[src/rtl/intr_pkg.sv]
// Shared types for the interrupt dispatcher.
package intr_pkg;
    typedef enum logic [1:0] {
        DK_NORM = 2'd0,
        DK_XFER = 2'd1,
        DK_DONE = 2'd2
    } disp_kind_t;
endpackage

[src/rtl/intr_src_state.sv]
// Per-source state bits: pending, enable, transfer-select, done.
// Assumes the clear strobes are already qualified by the parent.
// Counter-zero wins over a software write to the select bit.
module intr_src_state (
    input  logic clk,
    input  logic rst_n,
    input  logic req_i,
    input  logic wr_en_i,
    input  logic wr_xs_i,
    input  logic wr_d_i,
    input  logic cnt_zero_i,
    input  logic clr_pend_i,
    input  logic clr_done_i,
    output logic pend_o,
    output logic en_o,
    output logic xsel_o,
    output logic done_o
);
    // Pending: set by request, cleared by accepted dispatch; set wins.
    always_ff @(posedge clk) begin
        if (!rst_n)   pend_o <= 1'b0;
        else          pend_o <= req_i | (pend_o & ~clr_pend_i);
    end

    // Enable: loaded by software write.
    always_ff @(posedge clk) begin
        if (!rst_n)        en_o <= 1'b0;
        else if (wr_en_i)  en_o <= wr_d_i;
    end

    // Transfer select: cleared by count exhaustion, else software write.
    always_ff @(posedge clk) begin
        if (!rst_n)          xsel_o <= 1'b0;
        else if (cnt_zero_i) xsel_o <= 1'b0;
        else if (wr_xs_i)    xsel_o <= wr_d_i;
    end

    // Done: set by count exhaustion, cleared when its dispatch is accepted.
    always_ff @(posedge clk) begin
        if (!rst_n)          done_o <= 1'b0;
        else if (cnt_zero_i) done_o <= 1'b1;
        else if (clr_done_i) done_o <= 1'b0;
    end
endmodule

[src/rtl/intr_prio_pick.sv]
// Fixed-priority selector: the highest set index wins.
// Assumes NSRC >= 2.
module intr_prio_pick #(
    parameter int NSRC = 8,
    localparam int IW = $clog2(NSRC)
) (
    input  logic [NSRC-1:0] act_i,
    output logic            valid_o,
    output logic [IW-1:0]   idx_o
);
    // Scan upward so later (higher) indices overwrite lower ones.
    always_comb begin
        idx_o = '0;
        for (int i = 0; i < NSRC; i++) begin
            if (act_i[i]) idx_o = IW'(i);
        end
        valid_o = |act_i;
    end
endmodule

[src/rtl/intr_dispatch.sv]
// Interrupt dispatcher with transfer-server routing.
// Holds per-source state, finds the highest eligible source and offers it
// as a normal, transfer or done dispatch, with its vector address.
// Assumes ack_i is only meaningful while disp_valid_o is high.
module intr_dispatch
    import intr_pkg::*;
#(
    parameter int NSRC     = 8,
    parameter int AW       = 16,
    parameter int VEC_BASE = 'h2000,
    parameter int XFER_OFS = 'h40,
    parameter int VEC_STEP = 2,
    localparam int IW      = $clog2(NSRC)
) (
    input  logic            clk,
    input  logic            rst_n,
    input  logic [NSRC-1:0] src_req_i,
    input  logic            glb_int_en_i,
    input  logic            glb_xfer_en_i,
    input  logic            reg_wr_i,
    input  logic            reg_sel_i,
    input  logic [NSRC-1:0] reg_wdata_i,
    input  logic            cnt_zero_i,
    input  logic [IW-1:0]   cnt_src_i,
    input  logic            ack_i,
    output logic            disp_valid_o,
    output logic [1:0]      disp_kind_o,
    output logic [IW-1:0]   disp_src_o,
    output logic [AW-1:0]   disp_addr_o
);
    logic [NSRC-1:0] pend_q, en_q, xsel_q, done_q;
    logic [NSRC-1:0] want_done, want_xfer, want_norm, act;
    logic [NSRC-1:0] clr_pend, clr_done;
    logic [IW-1:0]   sel;
    logic            any;
    logic            take;
    disp_kind_t      kind;

    // Per-source eligibility for each kind of dispatch.
    always_comb begin
        want_done = done_q & en_q & {NSRC{glb_int_en_i}};
        want_xfer = pend_q & en_q & xsel_q & {NSRC{glb_xfer_en_i}};
        want_norm = pend_q & en_q & ~xsel_q & {NSRC{glb_int_en_i}};
        act       = want_done | want_xfer | want_norm;
    end

    intr_prio_pick #(.NSRC(NSRC)) u_pick (
        .act_i   (act),
        .valid_o (any),
        .idx_o   (sel)
    );

    // Kind of the winner: done before transfer before normal.
    always_comb begin
        if (want_done[sel])      kind = DK_DONE;
        else if (want_xfer[sel]) kind = DK_XFER;
        else                     kind = DK_NORM;
    end

    // Dispatch outputs and vector address.
    always_comb begin
        disp_valid_o = any;
        disp_kind_o  = kind;
        disp_src_o   = sel;
        disp_addr_o  = AW'(VEC_BASE) + AW'(sel) * AW'(VEC_STEP);
        if (kind == DK_XFER) disp_addr_o = disp_addr_o + AW'(XFER_OFS);
    end

    // Acknowledge decode into per-source clear strobes.
    always_comb begin
        take = ack_i & any;
        for (int i = 0; i < NSRC; i++) begin
            clr_pend[i] = take && (sel == IW'(i)) && (kind != DK_DONE);
            clr_done[i] = take && (sel == IW'(i)) && (kind == DK_DONE);
        end
    end

    for (genvar g = 0; g < NSRC; g++) begin : g_src
        intr_src_state u_st (
            .clk        (clk),
            .rst_n      (rst_n),
            .req_i      (src_req_i[g]),
            .wr_en_i    (reg_wr_i & ~reg_sel_i),
            .wr_xs_i    (reg_wr_i & reg_sel_i),
            .wr_d_i     (reg_wdata_i[g]),
            .cnt_zero_i (cnt_zero_i && (cnt_src_i == IW'(g))),
            .clr_pend_i (clr_pend[g]),
            .clr_done_i (clr_done[g]),
            .pend_o     (pend_q[g]),
            .en_o       (en_q[g]),
            .xsel_o     (xsel_q[g]),
            .done_o     (done_q[g])
        );
    end

    logic req_at_sel;
    assign req_at_sel = src_req_i[sel];

    p_pend_clear_r4: assert property (@(posedge clk) disable iff (!rst_n)
        (ack_i && disp_valid_o && disp_kind_o != 2'd2)
        |=> pend_q[$past(disp_src_o)] == $past(req_at_sel));

    p_xsel_off_r6: assert property (@(posedge clk) disable iff (!rst_n)
        cnt_zero_i |=> (!xsel_q[$past(cnt_src_i)] && done_q[$past(cnt_src_i)]));

    p_done_clear_r8: assert property (@(posedge clk) disable iff (!rst_n)
        (ack_i && disp_valid_o && disp_kind_o == 2'd2 &&
         !(cnt_zero_i && cnt_src_i == disp_src_o))
        |=> !done_q[$past(disp_src_o)]);

    p_kind_legal_r7: assert property (@(posedge clk) disable iff (!rst_n)
        disp_valid_o |-> disp_kind_o != 2'd3);

    p_norm_gate_r10: assert property (@(posedge clk) disable iff (!rst_n)
        (disp_valid_o && disp_kind_o != 2'd1) |-> glb_int_en_i);

    p_xfer_gate_r10: assert property (@(posedge clk) disable iff (!rst_n)
        (disp_valid_o && disp_kind_o == 2'd1) |-> glb_xfer_en_i);
endmodule

[config.mk]
export PLATFORM = sky130hd
export DESIGN_NAME = intr_dispatch
export DESIGN_NICKNAME = d
export VERILOG_FILES = /design/src/rtl/intr_pkg.sv /design/src/rtl/intr_src_state.sv /design/src/rtl/intr_prio_pick.sv /design/src/rtl/intr_dispatch.sv
export SDC_FILE = /design/constraint.sdc
export NUM_CORES = 1
export LEC_CHECK = 0
export ABC_CLOCK_PERIOD_IN_PS = 5300
export CAP_MARGIN = 25
export CORE_MARGIN = 5
export CORE_UTILIZATION = 70
export CTS_BUF_LIST = sky130_fd_sc_hd__clkbuf_4
export DETAILED_ROUTE_END_ITERATION = 10
export DONT_BUFFER_PORTS = 1
export PLACE_DENSITY = 0.86
export SLEW_MARGIN = 20
export SYNTH_ARGS = -nofsm -noshare
export SYNTH_HDL_FRONTEND = slang
export SYNTH_SLANG_ARGS = --single-unit
[constraint.sdc]
create_clock -name clk -period 5.3 [get_ports clk]
set_clock_uncertainty 0.05 [all_clocks]
set_input_delay 0 -clock clk [delete_from_list [all_inputs] [get_ports clk]]
set_output_delay 0 -clock clk [all_outputs]
set_load 0.03 [all_outputs]
# After elaboration in Yosys (flattened, before gate mapping)
# Index checks and enable logic that the tools add are counted.
[word_totals]
latch_bits = 0
output_inout_bits = 22
regBits = 32
ramBits = 0
mem_bits_ro = 0
word_cells = 172
n_memories = 0
in_bits = 27
[classes]
magnitude_cmp = 1
n_addsub = 2
mul = 0
n_shift = 0
div_mod_pow = 0
n_mux = 30
eq_ne = 17
bitwise_logic = 39
n_reduce_logical = 51
[op_table]
columns = ["op", "count"]
rows = [
  ["$and 8x8->8", 7],
  ["$logic_and 1x1->1", 32],
  ["$eq 3x3->1 const B", 8],
  ["$mux 1", 20],
  ["$add 15x7->16 const B", 1],
  ["$mux 16", 1],
  ["$or 8x8->8", 2],
  ["$reduce_bool 2->1", 8],
  ["$reduce_or 2->1", 8],
  ["$add 14x4->15 const A", 1],
  ["$eq 3x2->1 const B", 4],
  ["$mux 3", 4],
  ["$and 1x1->1", 11],
  ["$not 1->1", 10],
  ["$not 8->8", 1],
  ["$or 1x1->1", 8],
  ["$reduce_or 8->1", 1],
  ["$bmux 1 s3", 2],
  ["$eq 3x1->1 const B", 2],
  ["$logic_not 3->1", 2],
  ["$mux 2", 3],
  ["$lt 3x4->1 const B", 1],
  ["$eq 2x1->1 const B", 1],
  ["$eq 2x2->1 const B", 1],
  ["$ne 2x2->1 const B", 1],
]

# Logic depth before layout (Yosys ltp)
# Gate-level depths: netlist (run 1).
[depth]
depth_word = 21
depth_mapped = 11
mapped_depth_nobuf = 8

# By module
# From an unflattened synthesis (run 1), not the netlist that was laid out.
[unflattened]
cells_unflattened = 233
hier_area_um2 = 1964.4
[modules_own_cells]
columns = ["mod", "cells_each", "seq_area_each_um2", "area_per_inst_um2", "instances"]
rows = [
  ["intr_src_state", 12, 80.1, 146.4, 8],
  ["intr_dispatch", 125, 0.0, 726.9, 1],
  ["intr_prio_pick", 12, 0.0, 66.3, 1],
]

# Worst setup path after synthesis (run 1)
# OpenSTA, ideal clock, no wires.
[synth_path]
path_type = "register -> output"
from = "register g_src[4].u_st.xsel_o"
to = "output port disp_kind_o[0]"
n_path_buf = 2
arrival_time_ns = 2.705
t_required_ns = 5.250
stages_incl_launch_ff = 11
path_slack_ns = 2.545
cell_sequence = "dfxtp_1 -> mux2i_1 -> o21ai_2 -> or2_0 -> o221a_4 -> clkinv_4 -> o31ai_2 -> or3_4 -> buf_6 -> a221oi_2 -> buf_4"
[synth_via]
elab_chain_len = 12
word_cells_on_any_way = 17
classes_between = "10 x mux; 7 x bitwise"
[synth_lines]
columns = ["item", "line_no", "rtl"]
rows = [
  ["start: declaration", "intr_src_state.sv:16", "output logic xsel_o,"],
  ["start signal: assignment", "intr_src_state.sv:35", "else if (wr_xs_i) xsel_o <= wr_d_i;"],
  ["$and 8x8->8 or $not 8->8 (tied branches)", "intr_dispatch.sv:42, intr_dispatch.sv:43", ""],
  ["$and 8x8->8 (on tied branches)", "intr_dispatch.sv:42, intr_dispatch.sv:43", ""],
  ["$or 8x8->8 or $and 8x8->8 (tied branches)", "intr_dispatch.sv:44, intr_dispatch.sv:43", ""],
  ["$or 8x8->8", "intr_dispatch.sv:44", "act = want_done | want_xfer | want_norm;"],
  ["$mux 3 (4 in series)", "intr_prio_pick.sv:15", "if (act_i[i]) idx_o = IW'(i);"],
  ["$bmux 1 s3", "intr_dispatch.sv:56", "else if (want_xfer[sel]) kind = DK_XFER;"],
  ["$mux 1 (implied by the code)", "intr_dispatch.sv:56", ""],
  ["$mux 1", "intr_dispatch.sv:56", ""],
  ["$mux 2 *", "intr_dispatch.sv:55", "if (want_done[sel]) kind = DK_DONE;"],
  ["end: declaration", "intr_dispatch.sv:27", "output logic [1:0] disp_kind_o,"],
]
# Every way passes the cells marked *; elsewhere a longest branch is shown, timed or not. The select of a mux whose other input is x is not followed.

# Worst setup path after layout (run 1)
# Ends and elaborated chain as after synthesis.

==> results.rst, run 1 <==
.. list-table::
   :header-rows: 1

   * - Metric
     - Value
   * - Top FF cell, synth
     - sky130_fd_sc_hd__dfxtp_1
   * - Cell-by-cell trace of the critical path
     - mux2i_1 -> o21ai_2 -> o41ai_4 -> o31ai_2 -> or3_4 -> a221oi_2
   * - Reg-to-reg endpoint
     - g_src[5].u_st.done_o$_SDFFE_PN0P_
   * - Core area
     - ~0.0028 sq mm
   * - Synthesized netlist cell count
     - 237
   * - Category of the critical setup timing path
     - register to output port
   * - Vertical die dimension
     - 63.91 microns
   * - Effective utilization at floorplan
     - 0.7314
   * - Final min period
     - about 3.8 ns
   * - CTS Sinks
     - 32
   * - Share of flip-flops with an asynchronous set or reset
     - 0
   * - Post-placement worst setup slack
     - about 1.9 ns
   * - Number of pins with negative max-slew slack in the final report
     - 0
   * - CTS hold repair buffers
     - 30
   * - Worst path required time
     - 5.25 ns
   * - Die X-Extent
     - 63.91 microns
   * - Clk Tree Root Cell
     - sky130_fd_sc_hd__clkbuf_4
   * - Final HPWL DP
     - 3952 microns
   * - Accumulated negative setup slack
     - 0 ns
   * - Proportion of netlist area held by the largest area contributor
     - 0.3149
   * - Hold EP
     - g_src[7].u_st.pend_o$_SDFF_PN0_
   * - Clock Path Buffers
     - 2
   * - Share of final-layout standard cells stronger than drive strength 1
     - 0.1023
   * - Worst R2R Start
     - g_src[4].u_st.xsel_o$_SDFFE_PP0P_
   * - Post-synth EDFFs
     - 0
   * - Clock insertion delay at the later pin of the skew report
     - 0.37 ns
   * - Final setup fails
     - 0
   * - Worst hold stages
     - 4
   * - N_diodes
     - 0
   * - H-tree depth reported by CTS
     - 2
   * - First-pass GRT wire length
     - 9432 microns
   * - Vias per cell
     - just under 7
   * - CP max stage cell
     - sky130_fd_sc_hd__o41ai_4
   * - Global-route congestion overflow total
     - 0
   * - Setup repair after global routing missed its margin
     - no
   * - Worst Hold Class
     - input pin to register
   * - Clock slew at reported path FFs
     - 0.11 ns
   * - Tightest hold margin
     - between 0.015 and 0.02 ns
   * - Max_cap viols
     - 0
   * - Instance area after placement
     - 0.001948 sq mm
   * - Post-CTS setup buffers
     - 0
   * - Routability congestion estimate from global placement
     - 0.9985
   * - Worst Setup Start Kind
     - register
   * - Maximum cell stage delay along the critical path
     - 0.99 ns
   * - Share of the yosys chip area belonging to registers
     - 0.3149
   * - Total standard cell area after synthesis
     - slightly above 0.002 sq mm
   * - Critical path fanouts, max
     - 12
   * - Row cnt
     - 19
   * - Hold violation count in the final report
     - 0
   * - Layout area overhead
     - 15.31%
   * - Clock tree from TritonCTS
     - done
   * - Antenna Violating Nets Remaining
     - 0
   * - Synth area leader
     - sky130_fd_sc_hd__dfxtp_1
   * - Wire length after detailed routing
     - 5909 microns
   * - Ranking of synthesized cells by instance count
     - 32 x sky130_fd_sc_hd__dfxtp_1, 19 x sky130_fd_sc_hd__nand2_1, 18 x sky130_fd_sc_hd__mux2i_1
   * - 1st-iter DRT viols
     - 143
   * - Max Clock Freq
     - 0.2636 GHz
   * - Number of library cell types mapped by synthesis
     - roughly 50
   * - Cell leakage power
     - 0.9030 nW
   * - DRC
     - 0
   * - Total power divided by cell area
     - approximately 240 mW/mm^2
   * - Final Cell Area
     - around 0.0023 sq mm
   * - Post-cts gate resize count
     - 0
   * - Number of vias in the routed layout
     - 2040
   * - Total Nets Final
     - between 200 and 300
   * - Overall die area
     - ~0.004 sq mm
   * - Number of clock buffers inserted by TritonCTS
     - 5
   * - Peak supply drop
     - roughly 350 uV
   * - Period utilization
     - 0.7158
   * - Final Worst Setup Slack
     - about 1.5 ns
   * - Hold Startpoint
     - glb_int_en_i
   * - Number of global-route vias before repair
     - 2032
   * - Buffer and inverter count on the worst path
     - 0
   * - Ranking of synthesized cells by area
     - sky130_fd_sc_hd__dfxtp_1 31%, sky130_fd_sc_hd__mux2i_1 8.9%, sky130_fd_sc_hd__buf_4 6.3%
   * - Max transition margin
     - 0.3003
   * - First-pass detailed-route iteration total
     - 4
   * - Number of antenna violations at the first check in global routing
     - 0
   * - Worst setup path start
     - g_src[4].u_st.xsel_o$_SDFFE_PP0P_
   * - Tightest Pin Transition
     - 1.046 ns
   * - IO Pins
     - slightly below 50
   * - Sort of element at the end of the critical path
     - output port
   * - Critical path's top delay family
     - compound AO/OA/AOI/OAI gates
   * - CP arrival
     - 3.74 ns
   * - Overall track demand over capacity in global routing
     - 0.2971
   * - FF-to-FF setup slack
     - 1.96 ns
   * - Length in cells of the worst reg-to-reg path
     - 8
   * - Count of fill cells added during filler insertion
     - 172
   * - Number of warnings printed during yosys synthesis
     - 0
   * - Average cell area after synthesis
     - 8.584 sq um
   * - Status
     - finished, final reports clean
   * - I/O Buffers
     - 0
   * - Maximum number of pins on one net before global-route repair
     - 33
   * - Most instantiated library cell after synthesis
     - sky130_fd_sc_hd__dfxtp_1
   * - #FFs+latches synth
     - 32
   * - Detailed-route wire length per cell
     - 20.03 microns
[cells by family after synthesis]
family                 Yosys count  share of synthesized area
other                            2                   0.003691
and+or+nand+nor                 92                     0.2466
DFF                             32                     0.3149
muxes                           21                     0.1052
AOI/OAI and AO/OA               61                     0.2343
buffers and inverters           29                    0.09532
[layout by cell type, fill, tap and decap left out, types with 5 or more instances in the layout]
cell type / count
sky130_fd_sc_hd__nor2b_1: 13
sky130_fd_sc_hd__o21ai_0: 15
sky130_fd_sc_hd__mux2i_1: 18
sky130_fd_sc_hd__nand4_1: 5
sky130_fd_sc_hd__dfxtp_1: 32
sky130_fd_sc_hd__a21oi_1: 10
sky130_fd_sc_hd__nor3b_1: 7
sky130_fd_sc_hd__o211ai_1: 5
sky130_fd_sc_hd__clkbuf_4: 5
sky130_fd_sc_hd__conb_1: 12
sky130_fd_sc_hd__dlygate4sd3_1: 31
sky130_fd_sc_hd__nor2_1: 12
sky130_fd_sc_hd__nand2_1: 19
sky130_fd_sc_hd__nor3_1: 8
sky130_fd_sc_hd__nand3_1: 9
[registers in the layout, summed over array words and instances (netlist names)]
register,count
g_src.u_st.pend_o,8
g_src.u_st.xsel_o,8
g_src.u_st.en_o,8
g_src.u_st.done_o,8
[final cells by class]
type                    count  area (sq um)  area share
inverters                   5         23.77     0.01013
repair buffers             33         325.3      0.1387
clock inverters             3         42.54     0.01813
multi-input cells         186          1237      0.5275
clock buffers               5         37.54     0.01600
flip-flops and latches     32         640.6      0.2731
well taps                  31         38.79     0.01653
[routing by layer]
metal	vias to the layer above	part of all wire	routed length, microns	global-route usage
met2	143	0.48	2853	0.4862
met1	964	0.37	2182	0.3222
li1	905	-	-	-
met3	28	0.11	624	0.1086
met4	0	0.042	248	0.1870
met5	-	0	0	0
[stage by stage]
step	std cells	util	power, mW
3_3_place_gp	255	0.7004	0.3474
3_5_place_dp	255	0.7004	0.3512
5_1_grt	295	0.8435	0.5884
2_1_floorplan	247	-	0.3503
6_report	295	0.8435	0.5652
4_1_cts	293	0.8372	0.5607
[where the power goes]
group	switching, mW	internal, mW	leakage, nW
Clock	0.0948	0.0982	0.0412
Sequential	0.0107	0.253	0.263
Combinational	0.0659	0.0426	0.599
[worst max-delay path by stage]
| stage | to | slack [ns] | cells after the start |
|---|---|---|---|
| detailed placement | disp_kind_o[0] | 1.93 | 6 |
| floorplan | disp_kind_o[0] | 2.55 | 10 |
| finish | disp_kind_o[0] | 1.51 | 6 |
| global route | disp_kind_o[0] | 1.38 | 6 |
| global placement | disp_kind_o[0] | 2.01 | 6 |
| CTS | disp_kind_o[0] | 1.54 | 6 |
[worst register-to-register path, cell delays in order, from the launching register on]
cell                            delay (ns)
sky130_fd_sc_hd__dfxtp_1              0.38
sky130_fd_sc_hd__mux2i_1              0.23
sky130_fd_sc_hd__o21ai_2              0.16
sky130_fd_sc_hd__nor3_1               0.46
sky130_fd_sc_hd__nand2_2              0.41
sky130_fd_sc_hd__a2111oi_2            0.45
sky130_fd_sc_hd__or3_4                0.37
sky130_fd_sc_hd__a41oi_2              0.14
sky130_fd_sc_hd__dlygate4sd3_1        0.58
No activity file was read; power rests on OpenSTA's default activity.
==> run 2: changes to the inputs <==
--- a/config.mk
+++ b/config.mk
@@ -5,14 +5,15 @@
 export SDC_FILE = /design/constraint.sdc
 export NUM_CORES = 1
 export LEC_CHECK = 0
-export ABC_CLOCK_PERIOD_IN_PS = 5300
+export ABC_AREA = 1
+export ABC_CLOCK_PERIOD_IN_PS = 3700
 export CAP_MARGIN = 25
 export CORE_MARGIN = 5
-export CORE_UTILIZATION = 70
+export CORE_UTILIZATION = 66
 export CTS_BUF_LIST = sky130_fd_sc_hd__clkbuf_4
 export DETAILED_ROUTE_END_ITERATION = 10
 export DONT_BUFFER_PORTS = 1
-export PLACE_DENSITY = 0.86
+export PLACE_DENSITY = 0.82
 export SLEW_MARGIN = 20
 export SYNTH_ARGS = -nofsm -noshare
 export SYNTH_HDL_FRONTEND = slang
==> constraint.sdc (replaced) <==
create_clock -name clk -period 3.7 [get_ports clk]
set_clock_uncertainty 0.05 [all_clocks]
set_input_delay 0 -clock clk [delete_from_list [all_inputs] [get_ports clk]]
set_output_delay 0 -clock clk [all_outputs]
set_load 0.03 [all_outputs]
==> results.rst, run 2 <==
.. list-table::
   :header-rows: 1

   * - Metric
     - Value
   * - Status
     - finished, final reports clean
   * - Max_cap viols
     - 0
   * - Max Clock Freq
     - between 0.3 and 0.4 GHz
   * - DRC
     - 0
   * - Post-synthesis mux area share
     - 0
   * - Post-placement worst setup slack
     - 1.480 ns
   * - Worst Setup Start Kind
     - register
   * - Critical path's top delay family
     - simple AND/OR/NAND/NOR gates
   * - Final total power
     - 0.7775 mW
   * - Synthesized netlist cell count
     - 307
   * - Vias per cell
     - 5.659
   * - Fraction of the mapped netlist area in adder cells
     - 0
   * - Category of the critical setup timing path
     - register to output port
   * - Wire length after detailed routing
     - a little under 6000 microns
   * - Detailed-route wire length per cell
     - 15.43 microns
   * - Tightest hold margin
     - 0.007667 ns
   * - Ranking of synthesized cells by area
     - sky130_fd_sc_hd__dfxtp_1 31%, sky130_fd_sc_hd__nor2_1 9.2%, sky130_fd_sc_hd__nand2_1 9.0%
   * - First-pass detailed-route iteration total
     - 4
   * - Row cnt
     - 20
   * - Clock slew at reported path FFs
     - 0.10 ns
   * - First-pass GRT wire length
     - 9722 microns
   * - Area occupied by registers
     - 640.6 sq um
   * - Number of warnings printed during yosys synthesis
     - 0
   * - Total power divided by cell area
     - roughly 320 mW/mm^2
   * - Fraction of the mapped netlist area in compound gates
     - 0.1269
   * - Sort of element at the end of the critical path
     - output port
   * - Accumulated negative setup slack
     - 0 ns
   * - Critical path fanouts, max
     - 10
   * - Core area
     - roughly 0.003 sq mm
   * - Post-CTS setup buffers
     - 0
   * - Setup repair after global routing missed its margin
     - no
   * - Fraction of met3 tracks used by global routing
     - 0.05782
   * - Cell leakage power
     - about 1.1 nW
   * - Count of fill cells added during filler insertion
     - 202
   * - Footprint of the multi-input gates
     - approximately 0.0012 sq mm
   * - Most frequent cells in the layout
     - 51 x sky130_fd_sc_hd__nor2_1, 50 x sky130_fd_sc_hd__nand2_1, 43 x sky130_fd_sc_hd__inv_1, 33 x sky130_fd_sc_hd__dlygate4sd3_1, 32 x sky130_fd_sc_hd__dfxtp_1
   * - Worst Hold Class
     - input pin to register
   * - Average cell area after synthesis
     - just under 7 sq um
   * - Simple-Gate Fraction of Synth Area
     - 0.4059
   * - Share of final-layout standard cells stronger than drive strength 1
     - 0.1424
   * - Number of clock buffers inserted by TritonCTS
     - 5
   * - Final min period
     - 2.577 ns
   * - Number of pins with negative max-slew slack in the final report
     - 0
   * - Maximum number of pins on one net before global-route repair
     - 25
   * - Number of global-route vias before repair
     - 2079
   * - Final HPWL DP
     - roughly 3800 microns
   * - Number of standard cells in the layout, taps in and fillers out
     - 381
   * - Post-synthesis share of cell area spent on xor and xnor gates
     - 0
   * - Overall track demand over capacity in global routing
     - 0.2909
   * - Most common library cell in the layout ignoring fill and taps
     - sky130_fd_sc_hd__nor2_1
   * - Die X-Extent
     - approximately 66 microns
   * - Clock tree from TritonCTS
     - done
   * - Hold violation count in the final report
     - 0
   * - Worst path required time
     - 3.65 ns
   * - 1st-iter DRT viols
     - 207
   * - CTS Sinks
     - 32
   * - Number of vias in the routed layout
     - 2156
   * - Global-route congestion overflow total
     - 0
   * - Ranking of synthesized cells by instance count
     - 51 x sky130_fd_sc_hd__nor2_1, 50 x sky130_fd_sc_hd__nand2_1, 43 x sky130_fd_sc_hd__inv_1
   * - Top FF cell, synth
     - sky130_fd_sc_hd__dfxtp_1
   * - CTS hold repair buffers
     - 33
   * - Antenna Violating Nets Remaining
     - 0
   * - Cell-by-cell trace of the critical path
     - nand4_1 -> nand2_2 -> nor2_4 -> nand2_2 -> nor2_4 -> inv_2 -> nand2_1 -> nor2_2 -> nand3_4 -> nand2_4 -> nand2_1 -> nor2_1 -> buf_4
   * - Tightest Pin Transition
     - between 0.8 and 0.9 ns
   * - H-tree depth reported by CTS
     - 2
   * - Share of the yosys chip area belonging to registers
     - 0.3079
   * - Routability congestion estimate from global placement
     - 0.9390
   * - GRT busiest layer
     - met2
   * - Period utilization
     - 0.6964
   * - Most instantiated library cell after synthesis
     - sky130_fd_sc_hd__nor2_1
   * - Peak supply drop
     - 283.6 uV
   * - I/O Buffers
     - 0
   * - Effective utilization at floorplan
     - 0.6872
   * - Maximum cell stage delay along the critical path
     - around 0.43 ns
   * - Final setup fails
     - 0
   * - Largest family of logic cells by synthesized area
     - simple AND/OR/NAND/NOR gates
   * - N_diodes
     - 0
   * - Buffer and inverter count on the worst path
     - 2
   * - Share of flip-flops with an asynchronous set or reset
     - 0
   * - Met2 track demand over resource
     - 0.4820
   * - Total standard cell area after synthesis
     - 0.002081 sq mm
   * - Number of cells after detailed placement
     - 341
   * - Post-synth EDFFs
     - 0
   * - Met1 GRT Util
     - 0.3817
   * - IO Pins
     - 49
   * - Overall die area
     - 0.004376 sq mm
   * - Max transition margin
     - 0.4517
   * - Clock Path Buffers
     - 2
   * - Final Worst Setup Slack
     - 1.123 ns
   * - #FFs+latches synth
     - 32
   * - Synth area leader
     - sky130_fd_sc_hd__dfxtp_1
   * - Post-cts gate resize count
     - 0
   * - Vertical die dimension
     - 66.15 microns
   * - CP arrival
     - around 2.5 ns
   * - Number of antenna violations at the first check in global routing
     - 0
   * - Layout area overhead
     - 15.99%
   * - Proportion of netlist area held by the largest area contributor
     - 0.3079
   * - Clk Tree Root Cell
     - sky130_fd_sc_hd__clkbuf_4
   * - CP max stage cell
     - sky130_fd_sc_hd__dfxtp_1
   * - Clock insertion delay at the later pin of the skew report
     - ~0.34 ns
   * - Number of library cell types mapped by synthesis
     - 28
   * - Total Nets Final
     - 364
run 2: changes by cell type in the layout (fill, tap and decap cells not counted), sizes merged, moves of 7 or more:
cell   delta
nor3b     -7
nand3    +20
nand2    +40
nor2b    -13
a21oi    +11
nor2     +47
inv      +43
mux2i    -18
run 2: area by class of cell:
cell class,count,share of cell area
multi-input cells,217,0.4780
clock inverters,1,0.002074
inverters,47,0.07309
clock buffers,6,0.01866
repair buffers,34,0.1400
flip-flops and latches,32,0.2654
well taps,44,0.02281
run 2: logic make-up after synthesis:
logic type / after synthesis
buffers and inverters: 68
other: 2
and+or+nand+nor: 165
AOI/OAI and AO/OA: 40
DFF: 32
run 2: report_power, final:
group | internal, mW | leakage [nW] | total, mW | switching (mW)
logic | 0.0617 | 0.818 | 0.198 | 0.136
registers | 0.365 | 0.264 | 0.383 | 0.0174
clock network | 0.0772 | 0.0315 | 0.197 | 0.120
run 2: tightest hold or removal path: stages:
cell,delay (ns)
sky130_fd_sc_hd__nor2_1,0.11
sky130_fd_sc_hd__o21ai_0,0.21
sky130_fd_sc_hd__nor2_1,0.04
run 2: path summary, 6_finish.rpt:
kind | startpoint | endpoint | slack [ns] | depth (start not counted)
worst min-delay path | reg_sel_i | g_src[1].u_st.en_o$_SDFFE_PN0P_ | 0.008 | 3
worst max register to register | g_src[5].u_st.en_o$_SDFFE_PN0P_ | g_src[0].u_st.done_o$_SDFFE_PN0P_ | 1.43 | 11
worst min register to register | g_src[6].u_st.done_o$_SDFFE_PN0P_ | g_src[6].u_st.done_o$_SDFFE_PN0P_ | 0.42 | 2
worst max-delay path | g_src[5].u_st.en_o$_SDFFE_PN0P_ | disp_addr_o[6] | 1.12 | 13
run 2: routing by layer:
metal,up-vias,part of all wire,wire length (microns)
met3,15,0.092,543
met1,987,0.42,2477
met2,124,0.46,2731
met5,-,0,0
li1,1030,-,-
met4,0,0.022,128
run 2: stage by stage:
step	cell area [sq um]	util
2_1_floorplan	2118	-
3_3_place_gp	2033	0.6715
3_5_place_dp	2033	0.6715
4_1_cts	2414	0.7971
5_1_grt	2414	0.7971
6_report	2414	0.7971
==> run 3: changes to the inputs <==
--- a/config.mk
+++ b/config.mk
@@ -6,14 +6,14 @@
 export NUM_CORES = 1
 export LEC_CHECK = 0
 export ABC_AREA = 1
-export ABC_CLOCK_PERIOD_IN_PS = 3700
+export ABC_CLOCK_PERIOD_IN_PS = 2300
 export CAP_MARGIN = 25
 export CORE_MARGIN = 5
-export CORE_UTILIZATION = 66
+export CORE_UTILIZATION = 59
 export CTS_BUF_LIST = sky130_fd_sc_hd__clkbuf_4
 export DETAILED_ROUTE_END_ITERATION = 10
 export DONT_BUFFER_PORTS = 1
-export PLACE_DENSITY = 0.82
+export PLACE_DENSITY = 0.78
 export SLEW_MARGIN = 20
 export SYNTH_ARGS = -nofsm -noshare
 export SYNTH_HDL_FRONTEND = slang
==> constraint.sdc (replaced) <==
create_clock -name clk -period 2.3 [get_ports clk]
set_clock_uncertainty 0.05 [all_clocks]
set_input_delay 0 -clock clk [delete_from_list [all_inputs] [get_ports clk]]
set_output_delay 0 -clock clk [all_outputs]
set_load 0.03 [all_outputs]
==> results.rst, run 3 (synthesis gave the netlist of run 2 again) <==
.. list-table::
   :header-rows: 1

   * - Metric
     - Value
   * - Status
     - finished, final reports clean
   * - 1st-iter DRT viols
     - 187
   * - Layout area overhead
     - 30.91%
   * - Peak supply drop
     - 481.0 uV
   * - Overall track demand over capacity in global routing
     - 0.2619
   * - Number of vias in the routed layout
     - 2281
   * - Worst Setup Start Kind
     - register
   * - I/O Buffers
     - 0
   * - Clock slew at reported path FFs
     - 0.12 ns
   * - CTS Sinks
     - 32
   * - Period utilization
     - 0.9992
   * - N_diodes
     - 0
   * - First-pass GRT wire length
     - about 10000 microns
   * - DRC
     - 0
   * - Number of clock buffers inserted by TritonCTS
     - 5
   * - Total power divided by cell area
     - 502.4 mW/mm^2
   * - H-tree depth reported by CTS
     - 2
   * - WL met2
     - 3326 microns
   * - Max_cap viols
     - 0
   * - Hold violation count in the final report
     - 0
   * - Share of final-layout standard cells stronger than drive strength 1
     - 0.2821
   * - IO Pins
     - 49
   * - Critical path's top delay family
     - simple AND/OR/NAND/NOR gates
   * - Max transition margin
     - 0.4455
   * - Tightest hold margin
     - 0.02705 ns
   * - Cell-by-cell trace of the critical path
     - nand3_2 -> nand3_2 -> nor2_4 -> inv_2 -> nor2_4 -> buf_4 -> o21ai_2 -> a21oi_1 -> o221ai_2 -> nand2_1 -> nor2_2 -> buf_6
   * - Number of standard cells in the layout, taps in and fillers out
     - a little over 400
   * - CP max stage cell
     - sky130_fd_sc_hd__dfxtp_1
   * - Global-route congestion overflow total
     - 0
   * - Number of pins with negative max-slew slack in the final report
     - 0
   * - Maximum cell stage delay along the critical path
     - around 0.39 ns
   * - Core Util, Final
     - 0.8099
   * - Final total power
     - ~1.4 mW
   * - Category of the critical setup timing path
     - register to output port
   * - CP arrival
     - between 2 and 2.5 ns
   * - Tightest Pin Transition
     - 0.8308 ns
   * - Maximum number of pins on one net before global-route repair
     - 25
   * - Final Worst Setup Slack
     - 0.001943 ns
   * - Number of cells after detailed placement
     - 348
   * - Critical path fanouts, max
     - 4
   * - Die X-Extent
     - 69.39 microns
   * - Vertical die dimension
     - 69.39 microns
   * - Clock insertion delay at the later pin of the skew report
     - 0.34 ns
   * - Detailed-route wire length per cell
     - 16.65 microns
   * - Vias per cell
     - 5.646
   * - Worst path required time
     - 2.25 ns
   * - Sum of routed wire segments on met1
     - approximately 2600 microns
   * - Sort of element at the end of the critical path
     - output port
   * - Number of antenna violations at the first check in global routing
     - 0
   * - Wire length on met3
     - 582 microns
   * - Core area
     - 0.003363 sq mm
   * - Clock Path Buffers
     - 2
   * - Routability congestion estimate from global placement
     - 0.8985
   * - Post-placement worst setup slack
     - ~0.27 ns
   * - Total Nets Final
     - 384
   * - Final setup fails
     - 0
   * - Max Clock Freq
     - 0.4352 GHz
   * - Overall die area
     - 0.004814 sq mm
   * - Antenna Violating Nets Remaining
     - 0
   * - Cell leakage power
     - 1.248 nW
   * - Row cnt
     - 21
   * - First-pass detailed-route iteration total
     - 6
   * - Clock tree from TritonCTS
     - done
   * - Most common library cell in the layout ignoring fill and taps
     - sky130_fd_sc_hd__nor2_1
   * - Wire length after detailed routing
     - 6728 microns
   * - Clk Tree Root Cell
     - sky130_fd_sc_hd__clkbuf_4
   * - Most frequent cells in the layout
     - 49 x sky130_fd_sc_hd__nor2_1, 44 x sky130_fd_sc_hd__nand2_1, 41 x sky130_fd_sc_hd__inv_1, 30 x sky130_fd_sc_hd__dlygate4sd3_1, 21 x sky130_fd_sc_hd__dfxtp_1
   * - Number of global-route vias before repair
     - ~2100
   * - Final min period
     - 2.298 ns
   * - Top sig layer
     - met4
   * - Final HPWL DP
     - 4137 microns
   * - Buffer and inverter count on the worst path
     - 3
   * - Worst Hold Class
     - input pin to register
   * - Effective utilization at floorplan
     - 0.6187
run 3: worst paths after layout:
| check | from | end | slack (ns) | cells after the start |
|---|---|---|---|---|
| min reg2reg | g_src[0].u_st.pend_o$_SDFF_PN0_ | g_src[0].u_st.pend_o$_SDFF_PN0_ | 0.43 | 2 |
| min | reg_sel_i | g_src[4].u_st.en_o$_SDFFE_PN0P_ | 0.03 | 4 |
| max | g_src[7].u_st.en_o$_SDFFE_PN0P_ | disp_addr_o[6] | 0.002 | 12 |
| max reg2reg | g_src[7].u_st.en_o$_SDFFE_PN0P_ | g_src[6].u_st.done_o$_SDFFE_PN0P_ | 0.15 | 15 |
run 3: stage by stage:
step                      cell area, sq um  TNS, ns
final                                 2724        0
after global routing                  2724  -0.2606
after CTS                             2472        0
after detailed placement              2073        0
after global placement                2073        0
after floorplan                       2118        0
run 3: report_power, final:
| group | internal, mW | total, mW | switching (mW) |
|---|---|---|---|
| Sequential | 0.590 | 0.618 | 0.0280 |
| Clock | 0.133 | 0.349 | 0.216 |
| Combinational | 0.152 | 0.401 | 0.249 |
| Total | 0.875 | 1.37 | 0.493 |
run 3: cell type report:
class	instances	area [sq um]
sequential	32	656.9
clock inverter	2	16.27
clock buffer	6	45.04
fill	225	639.4
tap	46	57.56
timing repair buffer	54	504.2
multi-input combinational	217	1264
inverter	47	180.2
run 3: tightest hold or removal path, cell delays in order:
cell	delay [ns]
sky130_fd_sc_hd__nor2_1	0.03
sky130_fd_sc_hd__buf_4	0.16
sky130_fd_sc_hd__o21ai_0	0.15
sky130_fd_sc_hd__nor2_1	0.04
run 3: repair_timing:
action                                  4_1_cts  5_1_grt
hold endpoints to repair                     32        0
resized for setup                             7       39
endpoints found under the setup margin        2        5
hold buffers                                 30        0
setup buffers                                 2       16
pin swaps                                     4       18
run 3: metal layers:
metal,vias up,GRT usage
met4,0,0.09544
met3,25,0.05362
li1,1062,-
met5,-,0
met2,144,0.4417
met1,1050,0.3274
